==> src/rtl/pllreg_pkg.sv <==
package pllreg_pkg;

  localparam int DATA_W = 8;

  typedef struct packed {
    logic       int_en;
    logic       flag;
    logic       pll_en;
    logic       base_sel;
    logic [1:0] presc;
    logic [1:0] vco_pow;
  } ctrl_t;

  localparam ctrl_t      CTRL_RST  = ctrl_t'(8'h20);
  localparam logic [7:0] RANGE_RST = 8'h40;
  localparam logic [3:0] DIV_RST   = 4'h1;

endpackage

==> src/rtl/pllreg_sync.sv <==
module pllreg_sync #(
  parameter int STAGES = 2
) (
  input  logic clk,
  input  logic rst_n,
  input  logic d,
  output logic q
);

  logic [STAGES-1:0] pipe_q;
  logic [STAGES-1:0] pipe_d;

  generate
    if (STAGES == 1) begin : g_single
      always_comb pipe_d = d;
    end else begin : g_chain
      always_comb pipe_d = {pipe_q[STAGES-2:0], d};
    end
  endgenerate

  always_ff @(posedge clk or negedge rst_n) begin
    if (!rst_n) pipe_q <= '0;
    else        pipe_q <= pipe_d;
  end

  assign q = pipe_q[STAGES-1];

endmodule

==> src/rtl/pllreg_ctrl.sv <==
module pllreg_ctrl
  import pllreg_pkg::*;
(
  input  logic       clk,
  input  logic       rst_n,
  input  logic       wr_en,
  input  logic       rd_en,
  input  logic       w_int_en,
  input  logic       w_pll_en,
  input  logic       w_base_sel,
  input  logic [1:0] w_presc,
  input  logic [1:0] w_vco_pow,
  input  logic       auto_mode,
  input  logic       range_nz,
  input  logic       lock_s,
  output ctrl_t      ctrl_q,
  output logic [7:0] view,
  output logic       irq
);

  ctrl_t ctrl_d;
  logic  lock_prev_q;
  logic  toggle;
  logic  sel_allow;
  logic  sel_ld;

  always_comb begin
    toggle    = lock_s ^ lock_prev_q;
    // permissions come from the state before the write
    sel_allow = ctrl_q.pll_en & range_nz;
    sel_ld    = wr_en & sel_allow;
    ctrl_d    = ctrl_q;

    if (!auto_mode)  ctrl_d.int_en = 1'b0;
    else if (wr_en)  ctrl_d.int_en = w_int_en;

    if (ctrl_q.base_sel) ctrl_d.pll_en = 1'b1;
    else if (wr_en)      ctrl_d.pll_en = w_pll_en;

    ctrl_d.base_sel = ctrl_d.pll_en & range_nz &
                      (sel_ld ? w_base_sel : ctrl_q.base_sel);

    if (wr_en) begin
      ctrl_d.presc   = w_presc;
      ctrl_d.vco_pow = w_vco_pow;
    end

    if (toggle)     ctrl_d.flag = 1'b1;
    else if (rd_en) ctrl_d.flag = 1'b0;
  end

  always_ff @(posedge clk or negedge rst_n) begin
    if (!rst_n) begin
      ctrl_q      <= CTRL_RST;
      lock_prev_q <= 1'b0;
    end else begin
      ctrl_q      <= ctrl_d;
      lock_prev_q <= lock_s;
    end
  end

  always_comb begin
    view    = ctrl_q;
    view[7] = ctrl_q.int_en & auto_mode;
    view[6] = ctrl_q.flag & auto_mode;
    irq     = ctrl_q.flag & ctrl_q.int_en & auto_mode;
  end

endmodule

==> src/rtl/pllreg_prog.sv <==
module pllreg_prog
  import pllreg_pkg::*;
#(
  parameter int RANGE_W = 8,
  parameter int DIV_W   = 4
) (
  input  logic               clk,
  input  logic               rst_n,
  input  logic               pll_en,
  input  logic               wr_range,
  input  logic               wr_div,
  input  logic [RANGE_W-1:0] w_range,
  input  logic [DIV_W-1:0]   w_div,
  output logic [RANGE_W-1:0] range_q,
  output logic [DIV_W-1:0]   div_q,
  output logic               range_nz
);

  logic               ld_range;
  logic               ld_div;
  logic [RANGE_W-1:0] range_d;
  logic [DIV_W-1:0]   div_d;

  always_comb begin
    ld_range = wr_range & ~pll_en;
    ld_div   = wr_div & ~pll_en;
    range_d  = ld_range ? w_range : range_q;
    div_d    = ld_div ? w_div : div_q;
    range_nz = |range_q;
  end

  always_ff @(posedge clk or negedge rst_n) begin
    if (!rst_n) begin
      range_q <= RANGE_W'(RANGE_RST);
      div_q   <= DIV_W'(DIV_RST);
    end else begin
      range_q <= range_d;
      div_q   <= div_d;
    end
  end

endmodule

==> src/rtl/pllreg_mode.sv <==
module pllreg_mode (
  input  logic       clk,
  input  logic       rst_n,
  input  logic       wr_en,
  input  logic       w_auto,
  input  logic       w_acq,
  input  logic       lock_s,
  output logic       auto_q,
  output logic       acq_q,
  output logic [7:0] view
);

  logic auto_d;
  logic acq_d;
  logic acq_ld;

  always_comb begin
    acq_ld = wr_en & ~auto_q;
    auto_d = wr_en ? w_auto : auto_q;
    acq_d  = acq_ld ? w_acq : acq_q;
    view   = {auto_q, lock_s & auto_q, acq_q, 5'b0};
  end

  always_ff @(posedge clk or negedge rst_n) begin
    if (!rst_n) begin
      auto_q <= 1'b0;
      acq_q  <= 1'b0;
    end else begin
      auto_q <= auto_d;
      acq_q  <= acq_d;
    end
  end

endmodule

==> src/rtl/pllreg_interlock.sv <==
module pllreg_interlock
  import pllreg_pkg::*;
#(
  parameter int              ADDR_W      = 8,
  parameter logic [ADDR_W-1:0] CTRL_ADDR  = 8'h36,
  parameter logic [ADDR_W-1:0] MODE_ADDR  = 8'h37,
  parameter logic [ADDR_W-1:0] RANGE_ADDR = 8'h3A,
  parameter logic [ADDR_W-1:0] DIV_ADDR   = 8'h3B,
  parameter int              SYNC_STAGES = 2,
  parameter int              RST_STAGES  = 2
) (
  input  logic              clk,
  input  logic              rst_n,
  input  logic [ADDR_W-1:0] bus_addr,
  input  logic              bus_wr,
  input  logic              bus_rd,
  input  logic [7:0]        bus_wdata,
  output logic [7:0]        bus_rdata,
  input  logic              lock_in,
  output logic              irq_o,
  output logic              pll_en_o,
  output logic              base_sel_o,
  output logic [1:0]        presc_o,
  output logic [1:0]        vco_pow_o,
  output logic [7:0]        vco_range_o,
  output logic [3:0]        ref_div_o,
  output logic              auto_o,
  output logic              acq_o
);

  localparam int RANGE_W = 8;
  localparam int DIV_W   = 4;

  logic       rst_sync_n;
  logic       lock_s;
  logic       hit_ctrl, hit_mode, hit_range, hit_div;
  logic       range_nz;
  logic [7:0] ctrl_view;
  logic [7:0] mode_view;
  logic       unused_wbit;
  ctrl_t      ctrl_q;

  assign unused_wbit = bus_wdata[6];

  pllreg_sync #(.STAGES(RST_STAGES)) u_rst_sync (
    .clk(clk), .rst_n(rst_n), .d(1'b1), .q(rst_sync_n)
  );

  pllreg_sync #(.STAGES(SYNC_STAGES)) u_lock_sync (
    .clk(clk), .rst_n(rst_sync_n), .d(lock_in), .q(lock_s)
  );

  always_comb begin
    hit_ctrl  = (bus_addr == CTRL_ADDR);
    hit_mode  = (bus_addr == MODE_ADDR);
    hit_range = (bus_addr == RANGE_ADDR);
    hit_div   = (bus_addr == DIV_ADDR);
  end

  pllreg_ctrl u_ctrl (
    .clk       (clk),
    .rst_n     (rst_sync_n),
    .wr_en     (bus_wr & hit_ctrl),
    .rd_en     (bus_rd & hit_ctrl),
    .w_int_en  (bus_wdata[7]),
    .w_pll_en  (bus_wdata[5]),
    .w_base_sel(bus_wdata[4]),
    .w_presc   (bus_wdata[3:2]),
    .w_vco_pow (bus_wdata[1:0]),
    .auto_mode (auto_o),
    .range_nz  (range_nz),
    .lock_s    (lock_s),
    .ctrl_q    (ctrl_q),
    .view      (ctrl_view),
    .irq       (irq_o)
  );

  pllreg_prog #(.RANGE_W(RANGE_W), .DIV_W(DIV_W)) u_prog (
    .clk     (clk),
    .rst_n   (rst_sync_n),
    .pll_en  (ctrl_q.pll_en),
    .wr_range(bus_wr & hit_range),
    .wr_div  (bus_wr & hit_div),
    .w_range (bus_wdata[RANGE_W-1:0]),
    .w_div   (bus_wdata[DIV_W-1:0]),
    .range_q (vco_range_o),
    .div_q   (ref_div_o),
    .range_nz(range_nz)
  );

  pllreg_mode u_mode (
    .clk   (clk),
    .rst_n (rst_sync_n),
    .wr_en (bus_wr & hit_mode),
    .w_auto(bus_wdata[7]),
    .w_acq (bus_wdata[5]),
    .lock_s(lock_s),
    .auto_q(auto_o),
    .acq_q (acq_o),
    .view  (mode_view)
  );

  always_comb begin
    if (hit_ctrl)       bus_rdata = ctrl_view;
    else if (hit_mode)  bus_rdata = mode_view;
    else if (hit_range) bus_rdata = vco_range_o;
    else if (hit_div)   bus_rdata = {4'b0, ref_div_o};
    else                bus_rdata = 8'h00;
  end

  assign pll_en_o   = ctrl_q.pll_en;
  assign base_sel_o = ctrl_q.base_sel;
  assign presc_o    = ctrl_q.presc;
  assign vco_pow_o  = ctrl_q.vco_pow;

endmodule

==> config.mk <==
export PLATFORM = sky130hd
export DESIGN_NAME = pllreg_interlock
export DESIGN_NICKNAME = d
export VERILOG_FILES = /design/src/rtl/pllreg_pkg.sv /design/src/rtl/pllreg_sync.sv /design/src/rtl/pllreg_ctrl.sv /design/src/rtl/pllreg_prog.sv /design/src/rtl/pllreg_mode.sv /design/src/rtl/pllreg_interlock.sv
export SDC_FILE = /design/constraint.sdc
export NUM_CORES = 1
export LEC_CHECK = 0
export BUFFER_PORTS_ARGS = -buffer_cell sky130_fd_sc_hd__buf_2
export CORE_ASPECT_RATIO = 1.2
export CORE_MARGIN = 5
export CORE_UTILIZATION = 34
export CTS_CLUSTER_SIZE = 16
export DETAILED_ROUTE_END_ITERATION = 8
export SETUP_SLACK_MARGIN = 0.2
export SLEW_MARGIN = 15
export SYNTH_ARGS = -nofsm -noshare
export SYNTH_HDL_FRONTEND = slang
export SYNTH_SLANG_ARGS = --single-unit
==> constraint.sdc <==
create_clock -name clk -period 1.3 [get_ports clk]
set_input_delay 0.13 -clock clk [delete_from_list [all_inputs] [get_ports clk]]
set_output_delay 0.13 -clock clk [all_outputs]
set_load 0.01 [all_outputs]
; ---- After elaboration in Yosys (flattened, before gate mapping)
; Index checks and enable logic that the tools add are counted.
[word_totals]
register_bits = 27
output_inout_bits = 29
word_cells = 51
inputBits = 21
[classes]
eq_ne = 5
reduce_logical = 2
n_bitwise = 20
mux = 11
[op_table]
columns = cell, count
row1 = $eq 8x6->1 const B, 4
row2 = $mux 8, 3
row3 = $and 1x1->1, 17
row4 = $reduce_or 8->1, 1
row5 = $mux 1, 7
row6 = $mux 4, 1
row7 = $ne 2x2->1 const B, 1
row8 = $not 1->1, 2
row9 = $reduce_bool 2->1, 1
row10 = $xor 1x1->1, 1

; ---- Longest topological paths before layout
; Gate-level depths: netlist of run 1.
[depth]
depth_word = 6
ltp_mapped = 5
mapped_depth_nobuf = 3

; ---- Modules after synthesis
; A second synthesis of run 1 with hierarchy kept.
[unflattened]
cells_unflattened = 124
hier_area_um2 = 1493.9
[by_module_without_submodules]
columns = mod, seq_area_each_um2, cells_each, n_inst, area_per_inst_um2
row1 = pllreg_prog, 302.8, 30, 1, 510.5
row2 = pllreg_ctrl, 226.5, 33, 1, 416.6
row3 = pllreg_interlock, 0.0, 43, 1, 312.8
row4 = pllreg_mode, 50.0, 14, 1, 153.9
row5 = pllreg_sync, 50.0, 2, 2, 50.0

; ---- Worst setup path before layout of run 1
; OpenSTA, ideal clock, no wires.
[synth_timing]
path_kind = register to register
start = register u_ctrl.ctrl_q[5] (netlist name)
end = register u_ctrl.ctrl_q[4] (netlist name)
path_stages_with_launch = 4
path_slack_ns = 0.054
setup_ns = 0.125
arrival_time_ns = 1.121
t_required_ns = 1.175
path_buffers = 0
synth_period_minus_slack_ns = 1.246
cell_sequence = dfstp_2 nand3b_1 nor3_1 mux2_2

==> out/results.ini, run 1 <==
[routing]
first_pass_iters = 4
via_count = 1347
drc = 0
detail_route.iter0.violations = 31
wire_per_inst_um = 17.25
routed_via_density = 5.045
drt_wl_total_mm = 4.606
route.antenna.remaining_nets = 0

[cts]
clock_latency_ns = 0.28
cts_htree_levels = 1
clkTransAtPathRegs_ns = 0.10
cts-buffers-inserted = 3
cts_buffer_depth = 2
cts.sinks = 27
cts_tree = yes
cts_root_buf = clkbuf_8

[yosys]
synth_edf_count = 0
synth.avg_cell_area_um2 = 11.53
synth_ff_type = dfrtp_1
netlist_area_mm2 = 0.001360
synth.yosys.seq_area_share = 0.4995
yosys.area.top_type = dfrtp_1
ys_warn_count = 0
async_flop_share = 1.000
yosys-top-cells-area = dfrtp_1 (44%), mux2_2 (13%), dfstp_2 (5.8%)
synth_common_cells = dfrtp_1 (24), mux2_2 (16), nand3_1 (14)
synth.top_cell.area_share = 0.4416
synth-seq-cells = 27
synthesis.nets = 139
synthDistinctLibCells = 33
synthCells = 118
synth_most_common_cell = dfrtp_1

[setup_path]
worstPathArrival_ns = 1.64
critPathCapture = u_ctrl.ctrl_q[4]
crit_start = u_prog.range_q[1]
cp-end-kind = flop
reg2reg_from = u_prog.range_q[1]
crit_required_ns = 1.47
critPathMaxFanout = 2
rr_worst_depth = 3
crit_path_start_kind = flop
timing.rr.end = u_ctrl.ctrl_q[4]
crit_slowest_cell = dfrtp_1
critPathKind = reg2reg
crit_chain = nor4_2 -> a21boi_0 -> mux2_4
rrSetupSlack_ns = -0.17
max_stage_delay_ns = 0.42

[die]
die_area_mm2 = 0.005370
die_h_um = 79.29
core_mm2 = 0.003910
initial_core_util = 0.3478
pin_count = 50
rows = 25
die_w_um = 67.74

[global_route]
first_global_vias = 1404
grt_max_degree = 26
antenna_found_initial = 0
overflow = 0
grt_pass1_wl_mm = 6.768
grt_use_total = 0.1693

[timing]
finalSetupViolations = 17
timing.final.ws_setup_ns = -0.1688
rsz0062_at_grt = yes
max_freq_mhz = 680.8
skew_ns = 0.001669
period_share = 1.130
fin_crit_ns = 1.469
finalMaxSlewViolations = 0
hold_viol = 0

[place]
dpl_cell_area_mm2 = 0.001832
place_congestion = 0.8156
hpwl_mm = 2.989
port-buffer-count = 49

[run_status]
status = finished with violations
violations = negative setup slack

[finish]
syn2layout_area_growth_pct = 74.52
final_util = 0.6070
drive_above_1_share = 0.6901
postLayoutCellArea_mm2 = 0.002374
n_antenna_cell = 0
fill_cells = 298
nets = 235

[pwr]
power_density_mw_per_mm2 = 680.0
vdd_drop_max_v = 0.0005913
leakage_nw = 1.148

[min_path]
holdCritPathClass = in2reg

[flow_run]
timing.max_cap.violations = 0

cells by family (layout without fill, tap and decap cells):
| family | after synthesis | after routing | share of synthesized area |
|---|---|---|---|
| compound gates | 16 | 16 | 0.07360 |
| xor+xnor | 1 | 1 | 0.006441 |
| buf+inv | 12 | 107 | 0.05151 |
| flops | 27 | 27 | 0.4995 |
| mux | 22 | 22 | 0.1803 |
| other cells | 1 | 1 | 0.002757 |
| simple gates | 39 | 39 | 0.1859 |
report_power, final:
| group | total (mW) | leakage [nW] | internal [mW] | switching, mW |
|---|---|---|---|---|
| registers | 0.874 | 0.347 | 0.860 | 0.0140 |
| clock network | 0.494 | 0.0255 | 0.216 | 0.278 |
| logic | 0.246 | 0.776 | 0.125 | 0.121 |
| total | 1.61 | 1.15 | 1.20 | 0.413 |
how the worst min path moves through the flow:
stage,cells after the start,end,from
global placement,1,u_rst_sync.pipe_q[0],rst_n
finish,2,u_prog.range_q[6],bus_wdata[6]
floorplan,0,u_rst_sync.pipe_q[0],rst_n
CTS,2,u_prog.range_q[6],bus_wdata[6]
detailed placement,1,u_rst_sync.pipe_q[1],rst_n
global route,2,u_prog.range_q[6],bus_wdata[6]
critical path: cells and delay by family, from the launching register on:
family	cells	cell delay (ns)
flops	1	0.42
simple gates	1	0.42
mux	1	0.31
compound gates	1	0.21
timing repair:
action                                 in CTS  in global routing
cloned                                      1                  0
buffers inserted                           18                  7
resized for setup                          45                 17
endpoints found under the hold margin       3                  0
pin swaps                                   8                  3
hold buffers                                2                  0
setup endpoints to repair                  24                 33
sequential cells by signal (all words and copies together), names as in the netlist:
signal              count
u_rst_sync.pipe_q       2
u_mode.auto_q           1
u_lock_sync.pipe_q      2
u_mode.acq_q            1
u_ctrl.ctrl_q           8
u_ctrl.lock_prev_q      1
u_prog.div_q            4
u_prog.range_q          8
cell type report:
| cell class | count | area (um^2) | share of cell area |
|---|---|---|---|
| tap | 54 | 67.56 | 0.02847 |
| inverter | 1 | 3.754 | 0.001581 |
| clock inverter | 1 | 5.005 | 0.002109 |
| sequential | 27 | 680.7 | 0.2868 |
| multi-input combinational | 79 | 755.7 | 0.3184 |
| clock buffer | 3 | 41.29 | 0.01740 |
| timing repair buffer | 102 | 819.5 | 0.3453 |
per-stage QoR:
stage,power [mW],setup TNS (ns),setup slack (ns),instances,hold slack (ns)
3_3_place_gp,1.067,-0.4932,-0.05115,235,-0.08578
6_report,1.614,-1.534,-0.1688,267,0.07883
5_1_grt,1.682,-2.062,-0.1994,267,0.08453
2_1_floorplan,0.9763,0,0.05433,118,-0.1656
4_1_cts,1.601,-0.7351,-0.1375,260,0.07876
3_5_place_dp,1.073,-0.7292,-0.07007,235,-0.08218
cell usage in the layout, fill, tap and decap left out, types with 2 or more instances in the layout:
cell type / instances
a21oi_2: 2
dlygate4sd3_1: 2
dfstp_2: 3
a31oi_1: 5
buf_4: 26
buf_6: 35
mux2_2: 12
nor2_1: 2
a31oi_4: 2
mux2i_1: 2
nand2_1: 2
nand3_1: 8
buf_2: 38
clkbuf_8: 3
dfrtp_1: 23
nand3_4: 2
nand4_1: 4
nand4b_1: 3
mux2_4: 8
nand3_2: 5
routing by layer:
layer / vias to the layer above / routed length (um) / track usage
met5: - / 0 / 0
met4: 0 / 66 / 0.06491
met3: 7 / 237 / 0.02687
met2: 42 / 2518 / 0.3096
met1: 661 / 1783 / 0.1898
li1: 637 / - / -
(Power assumes the default switching activity.)
==> inputs of run 2 (changes only) <==
--- a/config.mk
+++ b/config.mk
@@ -11,7 +11,7 @@
 export CORE_UTILIZATION = 34
 export CTS_CLUSTER_SIZE = 16
 export DETAILED_ROUTE_END_ITERATION = 8
-export SETUP_SLACK_MARGIN = 0.2
+export SETUP_SLACK_MARGIN = 0.1
 export SLEW_MARGIN = 15
 export SYNTH_ARGS = -nofsm -noshare
 export SYNTH_HDL_FRONTEND = slang
==> out/results.ini, run 2 (same netlist as run 1, synthesis figures left out) <==
[cts]
cts_root_buf = clkbuf_8
cts-buffers-inserted = 3
cts.sinks = 27
clkTransAtPathRegs_ns = 0.10
cts_buffer_depth = 2
clock_latency_ns = 0.27
cts_htree_levels = 1
cts_tree = yes

[timing]
whs_ns = 0.01985
timing.final.ws_setup_ns = -0.09307
fin_crit_ns = 1.393
finalSetupViolations = 17
skew_ns = 0.003738
max_freq_mhz = 717.8
finalMaxSlewViolations = 0
hold_viol = 0
rsz0062_at_grt = yes
period_share = 1.072

[run_status]
status = finished with violations
violations = negative setup slack

[setup_path]
rr_worst_depth = 4
worstPathArrival_ns = 1.26
crit_slowest_cell = dfstp_2
cp-end-kind = output port
critPathMaxFanout = 3
max_stage_delay_ns = 0.57
crit_path_start_kind = flop
crit_chain = buf_6 -> nand3_2 -> a31oi_1 -> buf_2
crit_required_ns = 1.17
critPathKind = reg2out

[global_route]
grt_use_total = 0.1583
first_global_vias = 1386
gr-usage-met2 = 0.2717
overflow = 0
grt_util_met1 = 0.1900
grt_max_degree = 25
grt_pass1_wl_mm = 6.486
grtUsageMet3 = 0.03678
antenna_found_initial = 0
gr-max-usage-layer = met2

[place]
hpwl_mm = 2.903
dpl_cell_area_mm2 = 0.001760
port-buffer-count = 49
pre_cts_ws_ns = -0.08601
place_congestion = 0.8087

[finish]
nets = 222
fill_cells = 324
final_common_cell = buf_2
n_antenna_cell = 0
syn2layout_area_growth_pct = 60.63
reg_top3 = u_ctrl.ctrl_q (8), u_prog.range_q (8), u_prog.div_q (4)
postLayoutCellArea_mm2 = 0.002185
layout_common_cells = buf_2 (42), buf_6 (23), buf_4 (22), dfrtp_1 (22), mux2_2 (11)
drive_above_1_share = 0.6450

[pwr]
leakage_nw = 1.069
switching_share = 0.2537
pwr-share-comb = 0.140
internal-power_mw = 1.183
pwr-share-seq = 0.550
power_density_mw_per_mm2 = 725.7
switching_power_mw = 0.4022
clkPwrFrac = 0.310
vdd_drop_max_v = 0.0006019

[routing]
wire_per_inst_um = 17.05
first_pass_iters = 4
routed_via_density = 5.240
detail_route.iter0.violations = 59
via_count = 1331
drc = 0
route.antenna.remaining_nets = 0
drt_wl_total_mm = 4.330

[die]
core_mm2 = 0.003910
die_area_mm2 = 0.005370
rows = 25
initial_core_util = 0.3478
die_w_um = 67.74
die_h_um = 79.29
pin_count = 50

[flow_run]
timing.max_cap.violations = 0

[min_path]
holdCritPathClass = reg2async

## run 2: cell types whose count changed in the layout (fill, tap and decap cells not counted), moves of 3 or more
cell    previous run  this run
buf_6             35        23
buf_4             26        22
mux2_1             0         4
mux2_4             8         5
buf_2             38        42
## run 2: final cells by class
cell class / count / area [um^2] / share of cell area
inverter: 1 / 3.754 / 0.001718
clock inverter: 1 / 7.507 / 0.003436
timing repair buffer: 89 / 654.4 / 0.2995
sequential: 27 / 681.9 / 0.3121
tap: 54 / 67.56 / 0.03093
multi-input combinational: 79 / 728.2 / 0.3333
clock buffer: 3 / 41.29 / 0.01890
## run 2: worst max-delay path, delay by kind of cell, from the launching register on
family | cells | cell delay, ns
simple gates | 1 | 0.05
buf+inv | 2 | 0.25
compound gates | 1 | 0.13
flops | 1 | 0.57
## run 2: layer usage
metal  wire (um)  part of all wire  up-vias
met2        2291              0.53       48
li1            -                 -      613
met4          50             0.012        0
met3         265             0.061        8
met5           0                 0        -
met1        1722              0.40      662
## run 2: path summary, 6_finish.rpt
kind                                       from               endpoint  slack [ns]
hold / removal             u_rst_sync.pipe_q[1]  u_lock_sync.pipe_q[0]        0.02
max in group asynchronous  u_rst_sync.pipe_q[1]        u_prog.div_q[0]        0.74
setup / recovery               u_ctrl.ctrl_q[5]           bus_rdata[5]       -0.09
min in group clk                   bus_wdata[6]      u_prog.range_q[6]        0.09
hold reg to reg            u_rst_sync.pipe_q[1]  u_lock_sync.pipe_q[0]        0.02
setup reg to reg               u_ctrl.ctrl_q[5]        u_prog.div_q[2]       -0.09
## run 2: power groups by stage
| stage | combinational [mW] | clock (mW) | sequential (mW) |
|---|---|---|---|
| after floorplan | 0.0701 | 0 | 0.899 |
| after global placement | 0.164 | 0 | 0.888 |
| after detailed placement | 0.168 | 0 | 0.889 |
| after CTS | 0.201 | 0.499 | 0.871 |
| after global routing | 0.241 | 0.526 | 0.875 |
| final | 0.222 | 0.491 | 0.872 |
## run 2: timing repair
item | CTS | global route
buffers inserted | 12 | 5
endpoints found under the setup margin | 22 | 28
resized for setup | 27 | 25
pin swaps | 7 | 4
gates cloned | 0 | 2
hold buffers | 2 | 0
endpoints found under the hold margin | 3 | 0
## run 2: metrics by stage
step	power (mW)	std cells	util	setup TNS, ns
6_report	1.585	254	0.5587	-0.8441
5_1_grt	1.641	254	0.5587	-1.702
4_1_cts	1.571	248	0.5181	-0.6797
3_5_place_dp	1.057	230	0.4502	-0.7931
3_3_place_gp	1.051	230	0.4502	-0.4024
2_1_floorplan	0.9695	118	-	0
==> inputs of run 3 (changes only) <==
--- a/config.mk
+++ b/config.mk
@@ -6,11 +6,14 @@
 export NUM_CORES = 1
 export LEC_CHECK = 0
 export BUFFER_PORTS_ARGS = -buffer_cell sky130_fd_sc_hd__buf_2
+export CELL_PAD_IN_SITES_DETAIL_PLACEMENT = 1
+export CELL_PAD_IN_SITES_GLOBAL_PLACEMENT = 1
 export CORE_ASPECT_RATIO = 1.2
 export CORE_MARGIN = 5
 export CORE_UTILIZATION = 34
 export CTS_CLUSTER_SIZE = 16
 export DETAILED_ROUTE_END_ITERATION = 8
+export PLACE_DENSITY_LB_ADDON = 0.1
 export SETUP_SLACK_MARGIN = 0.1
 export SLEW_MARGIN = 15
 export SYNTH_ARGS = -nofsm -noshare
==> out/results.ini, run 3 (same netlist as run 1, synthesis figures left out) <==
[run_status]
status = finished with violations
violations = negative setup slack

[die]
die_h_um = 79.29
rows = 25
core_mm2 = 0.003910
die_area_mm2 = 0.005370
initial_core_util = 0.3478
pin_count = 50
die_w_um = 67.74

[global_route]
grt_use_total = 0.1805
grt_max_degree = 26
overflow = 0
grt_pass1_wl_mm = 7.265
first_global_vias = 1446
antenna_found_initial = 0

[timing]
fin_crit_ns = 1.465
max_freq_mhz = 682.4
finalMaxSlewViolations = 0
whs_ns = 0.09620
rsz0062_at_grt = yes
hold_viol = 0
finalSetupViolations = 18
skew_ns = 0.004318
period_share = 1.127
timing.final.ws_setup_ns = -0.1655

[place]
place_congestion = 0.7409
hpwl_mm = 3.269
dpl_cell_area_mm2 = 0.001780
port-buffer-count = 49

[routing]
wire_per_inst_um = 18.12
detail_route.iter0.violations = 46
drc = 0
route.antenna.remaining_nets = 0
routed_via_density = 5.047
first_pass_iters = 4
drt_wl_total_mm = 4.584
via_count = 1277

[setup_path]
max_stage_delay_ns = 0.55
crit_slowest_cell = dfstp_2
cp_top_family = flip-flops
cp-end-kind = output port
crit_chain = buf_6 -> nand3_2 -> a31oi_1 -> buf_2
timing.rr.end = u_prog.div_q[3]
crit_required_ns = 1.17
critPathKind = reg2out
critPathMaxFanout = 2
rr_worst_depth = 4
crit_start = u_ctrl.ctrl_q[5]
rrSetupSlack_ns = -0.09
path_buf_inv = 2
critPathCapture = bus_rdata[5]
reg2reg_from = u_ctrl.ctrl_q[5]
worst-path-stages = 4
worstPathArrival_ns = 1.34
crit_path_start_kind = flop

[finish]
postLayoutCellArea_mm2 = 0.002147
drive_above_1_share = 0.6281
nets = 221
n_antenna_cell = 0
final_common_cell = buf_2
reg_top3 = u_ctrl.ctrl_q (8), u_prog.range_q (8), u_prog.div_q (4)
final_util = 0.5491
layout_common_cells = buf_2 (42), dfrtp_1 (23), buf_4 (22)
fill_cells = 446
syn2layout_area_growth_pct = 57.87

[cts]
cts_root_buf = clkbuf_8
clkTransAtPathRegs_ns = 0.09
cts_tree = yes
cts.sinks = 27
cts_htree_levels = 1
cts_buffer_depth = 2
cts-buffers-inserted = 3
clock_latency_ns = 0.27

[pwr]
vdd_drop_max_v = 0.0004361
power_density_mw_per_mm2 = 736.9
leakage_nw = 1.062

[min_path]
holdCritPathClass = in2reg

[flow_run]
timing.max_cap.violations = 0

==> run 3: where the power goes <==
part           internal (mW)  switching [mW]  total [mW]
Clock                  0.219           0.260       0.480
Combinational          0.113           0.118       0.231
Sequential             0.859          0.0122       0.872
Total                   1.19           0.390        1.58
==> run 3: layout make-up <==
type | count | area (um^2) | area share
Tap cell | 54 | 67.56 | 0.03147
Inverter | 1 | 3.754 | 0.001748
Timing Repair Buffer | 88 | 655.6 | 0.3054
Multi-Input combinational cell | 79 | 694.4 | 0.3234
Clock buffer | 4 | 45.04 | 0.02098
Sequential cell | 27 | 680.7 | 0.3170
==> run 3: worst min-delay path by stage <==
stage / from / end / slack (ns) / cells past startpoint
finish: bus_wdata[6] / u_prog.range_q[6] / 0.1 / 2
global route: bus_wdata[6] / u_prog.range_q[6] / 0.09 / 2
CTS: bus_wdata[6] / u_prog.range_q[6] / 0.09 / 2
detailed placement: rst_n / u_rst_sync.pipe_q[0] / -0.08 / 1
global placement: rst_n / u_rst_sync.pipe_q[1] / -0.09 / 1
floorplan: rst_n / u_rst_sync.pipe_q[0] / -0.17 / 0
==> run 3: timing repair <==
item | in CTS | in global routing
endpoints found under the hold margin | 3 | 0
hold buffers | 2 | 0
endpoints found under the setup margin | 22 | 32
setup buffers | 14 | 2
pin swaps | 8 | 4
resized for setup | 28 | 14
==> run 3: routing by layer <==
metal  global-route usage  share of wire
met5                    0              0
met4              0.04260         0.0052
met3              0.03253          0.047
met2               0.3096           0.51
met1               0.2300           0.43
==> run 3: metrics by stage <==
stage,instances,setup TNS [ns],total power [mW],setup WS (ns)
after floorplan,118,0,0.9695,0.05433
after global placement,231,-1.047,1.061,-0.1263
after detailed placement,231,-1.766,1.068,-0.1449
after CTS,251,-0.7384,1.589,-0.1684
after global routing,253,-1.812,1.660,-0.2212
final,253,-0.8769,1.582,-0.1655
==> run 3: worst register-to-register path, cell delays in order, from the launching register on <==
cell,delay (ns)
dfstp_2,0.55
buf_4,0.14
nand4b_1,0.13
buf_6,0.14
mux2_2,0.33
